File: config.mk
export PLATFORM = sky130hd
export DESIGN_NAME = keyed_wdog
export DESIGN_NICKNAME = d
export VERILOG_FILES = /design/src/rtl/kwd_pkg.sv /design/src/rtl/kwd_regs.sv /design/src/rtl/kwd_count.sv /design/src/rtl/kwd_fsm.sv /design/src/rtl/keyed_wdog.sv
export SDC_FILE = /design/constraint.sdc
export NUM_CORES = 1
export LEC_CHECK = 0
export BUFFER_PORTS_ARGS = -buffer_cell sky130_fd_sc_hd__buf_2
export CORE_AREA = 3 3 85 87
export DETAILED_ROUTE_END_ITERATION = 6
export DIE_AREA = 0 0 88 90
export PLACE_DENSITY = 0.73
export SYNTH_ARGS = -nofsm -noshare
export SYNTH_HDL_FRONTEND = slang
export SYNTH_HIERARCHICAL = 1
export SYNTH_SLANG_ARGS = --single-unit
File: constraint.sdc
create_clock -name clk -period 2.6 [get_ports clk]
set_input_delay 0.13 -clock clk [delete_from_list [all_inputs] [get_ports clk]]
set_output_delay 0.13 -clock clk [all_outputs]
set_load 0.05 [all_outputs]
File: src/rtl/kwd_pkg.sv
package kwd_pkg;

    typedef enum logic [1:0] {
        ST_IDLE = 2'd0,
        ST_RUN  = 2'd1,
        ST_FIRE = 2'd2,
        ST_HALT = 2'd3
    } kwd_state_e;

    localparam logic [7:0]  OFS_CTRL   = 8'h10;
    localparam logic [7:0]  OFS_CFG    = 8'h14;
    localparam logic [7:0]  OFS_MODE   = 8'h18;
    localparam logic [15:0] WR_KEY     = 16'h16AA;
    localparam logic [11:0] KICK_MAGIC = 12'hA57;
    localparam logic [1:0]  ACT_SYSRST = 2'b01;
    localparam int          HALF_W     = 6;

    // interval code -> number of half-second ticks
    function automatic logic [HALF_W-1:0] code_halves(input logic [3:0] c);
        logic [HALF_W-1:0] h;
        unique case (c)
            4'h0: h = 6'd1;
            4'h1: h = 6'd2;
            4'h2: h = 6'd4;
            4'h3: h = 6'd6;
            4'h4: h = 6'd8;
            4'h5: h = 6'd10;
            4'h6: h = 6'd12;
            4'h7: h = 6'd16;
            4'h8: h = 6'd20;
            4'h9: h = 6'd24;
            4'hA: h = 6'd28;
            default: h = 6'd32;
        endcase
        return h;
    endfunction

endpackage

File: src/rtl/kwd_regs.sv
module kwd_regs #(
    parameter int ADDR_W = 8
) (
    input  logic              clk,
    input  logic              rst_n,
    input  logic              wr_en,
    input  logic              rd_en,
    input  logic [ADDR_W-1:0] addr,
    input  logic [31:0]       wdata,
    output logic [31:0]       rdata,
    output logic [3:0]        code_q,
    output logic [1:0]        act_q,
    output logic              start_req,
    output logic              stop_req,
    output logic              kick_req,
    output logic [3:0]        start_code
);
    import kwd_pkg::*;

    localparam logic [ADDR_W-1:0] A_CTRL = ADDR_W'(OFS_CTRL);
    localparam logic [ADDR_W-1:0] A_CFG  = ADDR_W'(OFS_CFG);
    localparam logic [ADDR_W-1:0] A_MODE = ADDR_W'(OFS_MODE);

    logic en_q;
    logic key_ok;
    logic mode_wr;
    logic cfg_wr;
    logic unused_bits;

    assign key_ok    = (wdata[31:16] == WR_KEY);
    assign mode_wr   = wr_en && (addr == A_MODE) && key_ok;
    assign cfg_wr    = wr_en && (addr == A_CFG) && key_ok;
    assign kick_req  = wr_en && (addr == A_CTRL) && wdata[0] && (wdata[12:1] == KICK_MAGIC);
    assign start_req = mode_wr && wdata[0] && !en_q;
    assign stop_req  = mode_wr && !wdata[0];
    assign start_code = wdata[7:4];
    assign unused_bits = ^{wdata[15:13], wdata[3:2]};

    always_ff @(posedge clk or negedge rst_n) begin
        if (!rst_n) begin
            en_q   <= 1'b0;
            code_q <= 4'h0;
            act_q  <= 2'b00;
        end else begin
            if (mode_wr) begin
                en_q   <= wdata[0];
                code_q <= wdata[7:4];
            end
            if (cfg_wr) begin
                act_q <= wdata[1:0];
            end
        end
    end

    always_comb begin
        rdata = 32'h0;
        if (rd_en) begin
            if (addr == A_CFG) begin
                rdata = {30'h0, act_q};
            end else if (addr == A_MODE) begin
                rdata = {24'h0, code_q, 3'b000, en_q};
            end
        end
    end

endmodule

File: src/rtl/kwd_count.sv
module kwd_count #(
    parameter int TICK_CYCLES = 8,
    parameter int CNT_W       = 6
) (
    input  logic             clk,
    input  logic             rst_n,
    input  logic             load,
    input  logic [CNT_W-1:0] load_val,
    input  logic             run,
    output logic [CNT_W-1:0] cnt_o,
    output logic             expire_o
);
    localparam int PRE_W = (TICK_CYCLES > 1) ? $clog2(TICK_CYCLES) : 1;
    localparam logic [PRE_W-1:0] PRE_LAST = PRE_W'(TICK_CYCLES - 1);

    logic [PRE_W-1:0] pre_q;
    logic [CNT_W-1:0] cnt_q;
    logic             tick;

    assign tick     = run && (pre_q == PRE_LAST);
    assign expire_o = tick && (cnt_q == CNT_W'(1)) && !load;
    assign cnt_o    = cnt_q;

    always_ff @(posedge clk or negedge rst_n) begin
        if (!rst_n) begin
            pre_q <= '0;
            cnt_q <= '0;
        end else if (load) begin
            pre_q <= '0;
            cnt_q <= load_val;
        end else if (run) begin
            if (tick) begin
                pre_q <= '0;
                cnt_q <= cnt_q - CNT_W'(1);
            end else begin
                pre_q <= pre_q + PRE_W'(1);
            end
        end
    end

endmodule

File: src/rtl/kwd_fsm.sv
module kwd_fsm #(
    parameter int RST_CYCLES = 16
) (
    input  logic                      clk,
    input  logic                      rst_n,
    input  logic                      start_req,
    input  logic                      stop_req,
    input  logic                      kick_req,
    input  logic                      expire,
    input  logic [1:0]                act,
    input  logic [3:0]                code_q,
    input  logic [3:0]                start_code,
    output logic                      cnt_load,
    output logic [kwd_pkg::HALF_W-1:0] load_val,
    output logic                      cnt_run,
    output kwd_pkg::kwd_state_e       state_o,
    output logic                      sys_rst_o
);
    import kwd_pkg::*;

    localparam int PC_W = $clog2(RST_CYCLES + 1);
    localparam logic [PC_W-1:0] PC_LAST = PC_W'(RST_CYCLES - 1);

    kwd_state_e state_q, state_d;
    logic [PC_W-1:0] pcnt_q;

    // state register
    always_ff @(posedge clk or negedge rst_n) begin
        if (!rst_n) begin
            state_q <= ST_IDLE;
        end else begin
            state_q <= state_d;
        end
    end

    always_ff @(posedge clk or negedge rst_n) begin
        if (!rst_n) begin
            pcnt_q <= '0;
        end else if (state_q != ST_FIRE) begin
            pcnt_q <= '0;
        end else begin
            pcnt_q <= pcnt_q + PC_W'(1);
        end
    end

    always_comb begin
        state_d = state_q;
        unique case (state_q)
            ST_IDLE: if (start_req) state_d = ST_RUN;
            ST_RUN: begin
                if (stop_req) begin
                    state_d = ST_IDLE;
                end else if (kick_req) begin
                    state_d = ST_RUN;
                end else if (expire) begin
                    state_d = (act == ACT_SYSRST) ? ST_FIRE : ST_HALT;
                end
            end
            ST_FIRE: if (pcnt_q == PC_LAST) state_d = ST_HALT;
            ST_HALT: state_d = ST_HALT;
            default: state_d = ST_IDLE;
        endcase
    end

    // outputs
    always_comb begin
        cnt_load  = ((state_q == ST_IDLE) && start_req) ||
                    ((state_q == ST_RUN) && kick_req && !stop_req);
        load_val  = (state_q == ST_IDLE) ? code_halves(start_code) : code_halves(code_q);
        cnt_run   = (state_q == ST_RUN);
        sys_rst_o = (state_q == ST_FIRE);
        state_o   = state_q;
    end

endmodule

File: src/rtl/keyed_wdog.sv
module keyed_wdog #(
    parameter int ADDR_W      = 8,
    parameter int TICK_CYCLES = 12_000_000,
    parameter int RST_CYCLES  = 16
) (
    input  logic              clk,
    input  logic              rst_n,
    input  logic              wr_en,
    input  logic              rd_en,
    input  logic [ADDR_W-1:0] addr,
    input  logic [31:0]       wdata,
    output logic [31:0]       rdata,
    output logic              sys_rst_o
);
    import kwd_pkg::*;

    logic [3:0]        code_q;
    logic [1:0]        act_q;
    logic              start_req;
    logic              stop_req;
    logic              kick_req;
    logic [3:0]        start_code;
    logic              cnt_load;
    logic [HALF_W-1:0] load_val;
    logic              cnt_run;
    logic [HALF_W-1:0] cnt_val;
    logic              expire;
    kwd_state_e        fsm_state;

    kwd_regs #(.ADDR_W(ADDR_W)) regs_i (
        .clk(clk), .rst_n(rst_n), .wr_en(wr_en), .rd_en(rd_en),
        .addr(addr), .wdata(wdata), .rdata(rdata),
        .code_q(code_q), .act_q(act_q),
        .start_req(start_req), .stop_req(stop_req), .kick_req(kick_req),
        .start_code(start_code)
    );

    kwd_count #(.TICK_CYCLES(TICK_CYCLES), .CNT_W(HALF_W)) count_i (
        .clk(clk), .rst_n(rst_n), .load(cnt_load), .load_val(load_val),
        .run(cnt_run), .cnt_o(cnt_val), .expire_o(expire)
    );

    kwd_fsm #(.RST_CYCLES(RST_CYCLES)) fsm_i (
        .clk(clk), .rst_n(rst_n), .start_req(start_req), .stop_req(stop_req),
        .kick_req(kick_req), .expire(expire), .act(act_q), .code_q(code_q),
        .start_code(start_code), .cnt_load(cnt_load), .load_val(load_val),
        .cnt_run(cnt_run), .state_o(fsm_state), .sys_rst_o(sys_rst_o)
    );

endmodule

==> results of run 1 <==
## sequential cells by signal, indices dropped and copies added, names as in the netlist
signal,flops
regs_i/act_q,2
fsm_i/state_o,2
regs_i/en_q,1
regs_i/code_q,4
fsm_i/pcnt_q,5
count_i/pre_q,24
count_i/cnt_o,6
## report_power, final
group,leakage [nW],switching [mW],internal (mW)
sequential,0.578,0.00000375,0.684
clock,0.0410,0.211,0.183
combinational,1.04,0.129,0.0445
## layout by cell type (no fill, tap or decap), types with 3 or more instances in the layout
cell type / instances
inv_1: 16
buf_2: 47
nor3_1: 6
nor2_1: 33
mux2_2: 7
a31oi_1: 7
nand4_1: 9
o211ai_1: 3
nand3_1: 12
o31ai_1: 10
nand2b_1: 4
nand2_1: 12
mux2i_1: 4
a21oi_1: 15
buf_4: 25
conb_1: 26
nor4bb_1: 4
clkbuf_8: 5
xnor2_1: 7
dfrtp_1: 44
nand3b_1: 3
ha_1: 13
o21ai_0: 9
xor2_1: 7
nor4_1: 4
nor3b_1: 3
and2_1: 6
or3_1: 6
or4_1: 10
## final cells by class
cell class | count | area share (%)
clock buffer | 6 | 2.003
multi-input combinational | 266 | 51.47
timing repair buffer | 72 | 11.68
sequential | 44 | 30.40
tap | 77 | 2.660
clock inverter | 1 | 0.1382
inverter | 16 | 1.658
## worst max-delay path by stage
stage                    from           endpoint  slack [ns]  cells after the start
finish                addr[5]  count_i/pre_q[21]        0.11                     13
global route          addr[5]   fsm_i/state_o[0]       -0.03                     16
detailed placement    addr[1]  count_i/pre_q[21]       -0.23                     13
CTS                   addr[1]  count_i/pre_q[21]        0.09                     13
floorplan           wdata[16]  count_i/pre_q[16]       0.003                     12
global placement      addr[1]   fsm_i/state_o[0]       -0.18                     16
## routing by layer
| layer | share of wire, % | up-vias |
|---|---|---|
| met5 | 0 | - |
| met4 | 1.1 | 0 |
| met3 | 3.2 | 4 |
| met2 | 50 | 51 |
| met1 | 46 | 1272 |
| li1 | - | 1318 |
## logic make-up (layout without fill, tap and decap cells)
| family | after synthesis | after routing | synth area share [%] |
|---|---|---|---|
| DFF | 44 | 44 | 34.29 |
| and+or+nand+nor | 146 | 146 | 29.81 |
| AOI/OAI and AO/OA | 56 | 56 | 11.30 |
| other | 1 | 26 | 0.1168 |
| buffers and inverters | 60 | 95 | 11.89 |
| muxes | 11 | 11 | 3.702 |
| xor gates and xnor gates | 14 | 14 | 3.819 |
| adders and majority gates | 13 | 13 | 5.066 |
## per-stage QoR
step / hold WS [ns] / std cells / worst slack [ns]
finish: -0.02388 / 482 / 0.1139
global route: 0.06309 / 482 / -0.03147
CTS: 0.01497 / 479 / 0.09372
detailed placement: 0.3411 / 472 / -0.2331
global placement: 0.3384 / 472 / -0.1797
floorplan: -0.1656 / 370 / 0.003019
## what timing repair did
action / 4_1_cts / 5_1_grt
buffers inserted: 0 / 3
gates resized for setup: 0 / 7
setup endpoints to repair: 0 / 8
==> flow_results.org, run 1 <==
** Synthesis
- Yosys top cell by area :: dfrtp_1
- Yosys instantiated no cell more often than dfrtp_1.
- EDFF count, synth :: 0
- Synth warn :: 6
- By count the netlist is led by dfrtp_1 (44), nor2_1 (33), buf_4 (31).
- Main area contributors after synthesis :: dfrtp_1 (34%), buf_4 (7.2%), ha_1 (5.1%)
- Mapped Cells :: 345
- Syn_area_per_cell :: 9.306 um2
- After synthesis, the share of flip-flops with an asynchronous set or reset is 100.0%.
- After synthesis, the netlist uses 64 different library cells.
- Area fraction of the dominant cell type after synthesis :: 34.29%
- FF+latch count, synth :: 44
- In this run the cell area of the synthesized design comes to 0.003211 mm2.
- Leading register cell type out of synthesis :: dfrtp_1
- Of the synthesized area, sequential elements account for 34.29%.

** Finish
- The final layout contains 462 nets.
- Layout area overhead :: 12.82%
- Ratio of cells with drive above 1 in the final layout :: 27.65%
- Utilization after layout :: 56.40%
- Sequential cell area in the final layout :: 0.001101 mm2
- The repair_antennas step left the layout with diodes totalling 0.
- Footprint of the multi-input gates :: 0.001864 mm2
- Finished Cell Area :: 0.003622 mm2
- Fill cells in the final layout number 569.

** CTS
- Number of buffers inserted by hold repair at cts :: 0
- Clock-pin slew was measured on the worst setup and hold paths at 0.08 ns.
- H-Tree Depth :: 2
- TritonCTS built the clock tree.
- Counting the buffers created by CTS gives 5.
- Worst skew pair latency :: 0.29 ns
- The clock passes through at most 2 buffers.
- TritonCTS sink count :: 44
- In this run the clock root is driven by a clkbuf_8.

** Worst setup path
- Among cell families on the critical path, the largest total delay comes from simple AND/OR/NAND/NOR gates.
- The cell that appears most often on the critical path is a21oi_1.
- FF-to-FF path depth :: 6
- Data on the critical path is required at its endpoint by 2.83 ns.
- Delay of the slowest critical-path stage :: 0.49 ns
- The critical path is of the primary input to flop type.
- Startpoint of the worst register-to-register path :: fsm_i/state_o[0]
- The worst register-to-register path ends at count_i/cnt_o[2].
- Slowest cell on the critical path :: or4_4
- Startpoint class of the critical path :: primary input
- Traced cell by cell, the critical path runs through buf_2 > nor4b_4 > nand3_4 > or3_4 > nor3b_2 > nor2b_4 > a21oi_1 > nor2_1 > buf_4 > o211a_4 > nand2_2 > or4_4 > a21oi_1.
- The worst register-to-register path has a setup slack of 0.22 ns.
- Along the worst path, the maximum fanout reaches 8.
- The critical path contains buffers and inverters numbering 2 combined.
- Data arrives at the worst endpoint at 2.71 ns.
- Capturing element type of the critical path :: flop

** Detailed routing
- For this block, the via count after detailed routing is 2,645.
- Post-detailed-routing wire length :: 6867 um
- After detailed routing, the average wire length per cell comes to 14.25 um.
- The first TritonRoute pass finished after 5 iterations.
- In the routed design, unresolved DRC markers number 0.
- The first routing iteration left 128 violations.
- The detail route stage leaves a number of antenna-violating nets equal to 0.
- In the routed layout, each cell is associated on average with a via count of 5.488.

** Global route
- Via count of the first global-routing pass :: 2,568
- Summed over all layers, the global routing overflow is 0.
- Global routing met1 resource utilization :: 23.64%
- The first global-routing pass estimated 11,500 um of wire.
- Number of antenna violations at the first check in global routing :: 0
- Met3 usage in global routing :: 2.651%
- Global Route Usage Sum :: 17.72%
- Global routing consumed, on the met2 layer, 28.96% of the routing resources.
- After global routing, the most crowded layer is met2.
- Largest net degree at the start of global routing :: 45

** STA
- Of the available clock period, the critical path in the final layout requires 95.62%.
- For the pin with the worst max-slew slack, the measured transition is 0.9487 ns.
- Hold timing on the final database bottoms out at a slack of -0.02388 ns.
- The count of pins over their slew limit came to 0.
- Unrepaired setup endpoints after global routing :: true
- Timing would allow up to 0.4022 GHz.
- Setup_tns :: 0 ns
- Headroom to the max-slew limit :: 36.75%
- Final number of setup-violating endpoints :: 0
- Time the final worst path needs with I/O delays and setup :: 2.486 ns
- The final hold violation count is 28.
- For the final database, setup skew stands at 0.008346 ns.

** Placement
- HPWL after detailed placement :: 5119 um
- Input and output buffers added on the ports amount to 47.
- Routability-driven placement finished with a final weighted congestion of 0.8190.
- Summing all placed instances gives a cell area of 0.003488 mm2.

** Outcome
- Violations in the final reports :: negative hold slack
- Outcome :: finished, violations left

** Die
- Die area :: 0.007920 mm2
- Ports placed on the boundary :: 77
- Placeable core region :: 0.006422 mm2
- DIE WIDTH :: 88 um
- Standard-cell rows :: 29
- Die extent in y :: 90 um
- Starting utilization of the core area :: 49.99%

** Pwr
- IR analysis of the VDD net gives a maximum drop of 0.2413 mV.
- Summed over all cells, the static leakage comes to 1.663 nW.
- For this design the ratio of total power to cell area is 345.6 mW/mm2.
- Overall power consumption :: 1.252 mW

** Job
- Count of max-cap constraint violations :: 0

** Hold path
- Kind of path behind the tightest hold check :: primary input to asynchronous set/reset pin
(Power assumes the default switching activity.)
==> run 2: changes to the inputs <==
--- a/config.mk
+++ b/config.mk
@@ -12,5 +12,4 @@
 export PLACE_DENSITY = 0.73
 export SYNTH_ARGS = -nofsm -noshare
 export SYNTH_HDL_FRONTEND = slang
-export SYNTH_HIERARCHICAL = 1
 export SYNTH_SLANG_ARGS = --single-unit
==> run 2 against run 1 <==
The run still ends with negative hold slack left. Wire length is 0.20% lower. Sequential cell count stayed put. Count of clock-buffer cells in the layout is 1 lower. Sequential power is 3.4% higher. Non-clock buffer count is 15 lower. Final area is 2.0% lower. Combinational power is 40% higher. Clock skew is 0.0014 ns lower. Clock power is 35% higher. Critical path depth is 8 lower. Global-route usage is 0.28 points lower. Critical endpoint is now count_i.pre_q[11]. Largest power group unchanged. Highest routed layer unchanged.
==> flow_results.org, run 2 <==
** Synthesis
- In the post-synthesis netlist, the cell with the most instances is dfrtp_1.
- Synth Area in Adders :: 5.080% (+0.014 points)
- EDFF count, synth :: 0 (unchanged)
- Among all flip-flop cells after synthesis, the most frequent one is dfrtp_1.
- The post-synthesis instance total was 363 (+5.2%).
- Main area contributors after synthesis :: dfrtp_1 (34%), buf_4 (6.1%), ha_1 (5.1%)
- Total standard cell area after synthesis :: 0.003202 mm2 (-0.27%)
- Compound-Gate Fraction of Synth Area :: 14.26% (+3.0 points)
- The async set-or-reset flop fraction in the synthesized netlist is 100.0% (unchanged).
- The number of register bits inferred by synthesis is 44 (unchanged).
- Mux share of post-synthesis cell area :: 4.259% (+0.56 points)
- The biggest area contributor in the post-synthesis netlist is dfrtp_1.
- The synthesized-area fraction occupied by xor and xnor cells is 2.188% (-1.6 points).
- The post-synthesis cell type count came to 50 (-22%).
- In the synthesized netlist, the cells that appear most often are dfrtp_1 (44), nand2_1 (29), buf_4 (26).
- Area fraction of the dominant cell type after synthesis :: 34.39% (+0.094 points)
- The sequential cell area fraction in the yosys report came to 34.39% (+0.094 points).
- Combinational family with the most area after synthesis :: simple AND/OR/NAND/NOR gates
- Fraction of the mapped netlist area in simple logic gates :: 29.15% (-0.66 points)
- Syn_area_per_cell :: 8.820 um2 (-5.2%)
- Synth warn :: 0 (-6)

** STA
- Worst-margin pin slew :: 0.9862 ns (+0.03754 ns)
- Unrepaired setup endpoints after global routing :: false
- WHS :: -0.02547 ns (-0.001599 ns)
- The minimum clock period after layout is 2.226 ns (-0.2606 ns).
- Final number of hold-violating endpoints :: 26 (-7.1%)
- Setup ws final :: 0.3745 ns (+0.2606 ns)
- The count of pins over their slew limit came to 0 (unchanged).
- The highest achievable clock rate was 0.4493 GHz (+12%).
- Headroom to the max-slew limit :: 34.25% (-2.5 points)
- The post-route clock skew was 0.006974 ns (-0.001372 ns).
- The number of failing setup endpoints in the final timing report is 0 (unchanged).
- The period utilization came to 85.60% (-10 points).
- Setup_tns :: 0 ns (unchanged)

** Die
- The number of I/O pins came to 77 (unchanged).
- Placeable core region :: 0.006422 mm2 (unchanged)
- The overall die width is 88 um (unchanged).
- Standard-cell rows :: 29 (unchanged)
- The area enclosed by the die boundary came to 0.007920 mm2 (unchanged).
- Starting utilization of the core area :: 49.85% (-0.14 points)
- The die height was 90 um (unchanged).

** Worst setup path
- CP top delay family :: simple AND/OR/NAND/NOR gates
- The worst setup path is of the flop to flop kind.
- The worst path buffer plus inverter count came to 0 (-2).
- The top fanout value on the critical path came to 43 (+35).
- Slowest cell on the critical path :: or4b_1
- The signal on the critical path passes through nor4bb_1 > nand4_1 > o21a_4 > or4b_1 > a21oi_1.
- The data arrival time at the worst-slack endpoint was 2.46 ns (-0.25 ns).
- STA classifies the critical path startpoint as a flop.
- The data required time at the worst endpoint is 2.83 ns (about the same).
- STA classifies the critical path endpoint as a flop.
- Delay of the slowest critical-path stage :: 0.52 ns (+0.03 ns)

** Global route
- Wire length of the first global-routing pass :: 11,350 um (-1.3%)
- The global-route congestion overflow total was 0 (unchanged).
- Largest net degree at the start of global routing :: 45 (unchanged)
- The total global-route track usage came to 17.43% (-0.28 points).
- The via count of the first global-routing pass was 2,561 (-0.27%).
- Number of antenna violations at the first check in global routing :: 0 (unchanged)

** Placement
- The pre-CTS setup slack came to 0.08987 ns (+0.3230 ns).
- The detailed placement HPWL came to 5092 um (-0.53%).
- The placer congestion estimate is 0.7779 (-5.0%).
- The area of placed instances came to 0.003440 mm2 (-1.4%).
- The post-placement cell count is 479 (+1.5%).
- The count of input and output buffers is 47 (unchanged).

** Finish
- Number of flip-flops under the largest register name :: 24 (unchanged)
- Sequential cell area in the final layout :: 0.001101 mm2 (unchanged)
- The antenna cell count came to 0 (unchanged).
- Most frequent standard cell in the layout excluding fill and tap cells :: buf_2
- Finished Cell Area :: 0.003551 mm2 (-2.0%)
- The final-layout fill cell count is 594 (+4.4%).
- The number of nets in the final layout was 466 (+0.87%).
- From synthesis to final layout, the design area changed by 10.90%.
- The multi-input logic area is 0.001863 mm2 (about the same).
- Non-filler instance count after layout :: 487 (+1.0%)
- The share of post-route cells with drive strength above 1 was 18.78% (-8.9 points).
- Commonest non-fill, non-tap cells in the layout :: buf_2 (47), dfrtp_1 (44), nand2_1 (29)
- Counting flops per register, the top entry is count_i.pre_q.

** Hold path
- The min-delay analysis places its worst path in the category primary input to asynchronous set/reset pin.

** CTS
- The CTS buffer count was 5 (unchanged).
- The number of hold-repair buffers added at the cts stage is 0 (unchanged).
- The total setup buffers inserted after CTS is 0 (unchanged).
- The buffer depth of the longest clock path is 2 (unchanged).
- Clock tree root buffer cell :: clkbuf_8
- The CTS sink count came to 44 (unchanged).
- The clock latency reported for the late side of the worst-skew pair is 0.31 ns (+0.02 ns).
- The number of instances resized during post-cts repair came to 0 (unchanged).
- Clock-pin slew of the registers on the worst-case setup and hold paths :: 0.09 ns (about the same)
- The number of levels in the clock H-tree came to 2 (unchanged).
- TritonCTS built the clock tree.

** Pwr
- The power per cell area is 417.7 mW/mm2 (+21%).
- Worst VDD drop :: 0.2309 mV (-4.3%)
- The leakage power total came to 1.575 nW (-5.3%).

** Detailed routing
- Post-detailed-routing wire length :: 6853 um (-0.20%)
- The post-detailed-route wirelength per cell is 14.07 um (-1.2%).
- The violation count after the first detailed-route iteration is 136 (+6.3%).
- The number of optimization iterations in the first detailed-route pass was 4 (-1).
- The per-cell via count in the routed design came to 5.786 (+5.4%).
- Via count :: 2,818 (+6.5%)
- Post-route antenna net violation count :: 0 (unchanged)
- DRC :: 0 (unchanged)

** Job
- The max-capacitance violation count is 0 (unchanged).

** Outcome
- The final reports fail on negative hold slack.
- Outcome :: finished, violations left
## run 2: cell types whose count changed after synthesis, moves of 5 or more
cell,delta
o21ai_0,+6
a21oi_1,+10
nor2_1,-17
or4_1,+6
o31ai_1,+6
clkbuf_1,+8
buf_4,-5
nand2_1,+16
## run 2: worst reg2reg max path: cells and delay by family, from the launching register on
| kind | cells | cell delay [ns] |
|---|---|---|
| and+or+nand+nor | 3 | 1.21 |
| AOI/OAI and AO/OA | 2 | 0.56 |
| DFF | 1 | 0.40 |
## run 2: worst paths after layout
kind                                       from                 to  slack (ns)  depth (start not counted)
max in group asynchronous                 rst_n    regs_i.act_q[1]        2.01                          1
worst min-delay path                      rst_n  count_i.pre_q[16]       -0.03                          1
worst max-delay path                regs_i.en_q  count_i.pre_q[11]        0.37                          5
worst max register to register      regs_i.en_q  count_i.pre_q[11]        0.37                          5
worst min register to register  fsm_i.pcnt_q[0]    fsm_i.pcnt_q[0]        0.47                          1
min in group clk                       wdata[1]    regs_i.act_q[1]        0.08                          2
## run 2: cells by family (layout without fill, tap and decap cells)
family | after synthesis | in the layout
buffers and inverters | 58 | 80
XOR/XNOR | 8 | 8
AND/OR/NAND/NOR | 153 | 153
AO/OA/AOI/OAI | 73 | 73
flip-flops | 44 | 44
other | 1 | 26
multiplexers | 13 | 13
adder cells (fa/ha/maj) | 13 | 13
## run 2: layout make-up
type | count | area share, %
Clock buffer | 5 | 1.938
Timing Repair Buffer | 57 | 9.091
Tap cell | 77 | 2.713
Inverter | 15 | 1.586
Multi-Input combinational cell | 286 | 52.47
Clock inverter | 3 | 1.198
Sequential cell | 44 | 31.01
## run 2: stage by stage
stage / power [mW] / utilization (%)
after floorplan: 0.9177 / -
after global placement: 0.9569 / 53.56
after detailed placement: 0.9640 / 53.56
after CTS: 1.498 / 55.29
after global routing: 1.555 / 55.29
final: 1.483 / 55.29
## run 2: power by group
part / internal [mW] / total (mW) / leakage, nW / switching [mW]
sequential: 0.695 / 0.707 / 0.471 / 0.0120
clock: 0.284 / 0.532 / 0.0541 / 0.248
combinational: 0.0653 / 0.244 / 1.05 / 0.179
## run 2: metal layers
metal  track usage [%]  vias to the layer above  part of all wire (%)
met5                 0                        -                     0
met4             7.161                        0                   1.4
met3             2.925                       10                   4.9
met2             27.89                       86                    48
met1             23.03                     1323                    46
li1                  -                     1399                     -
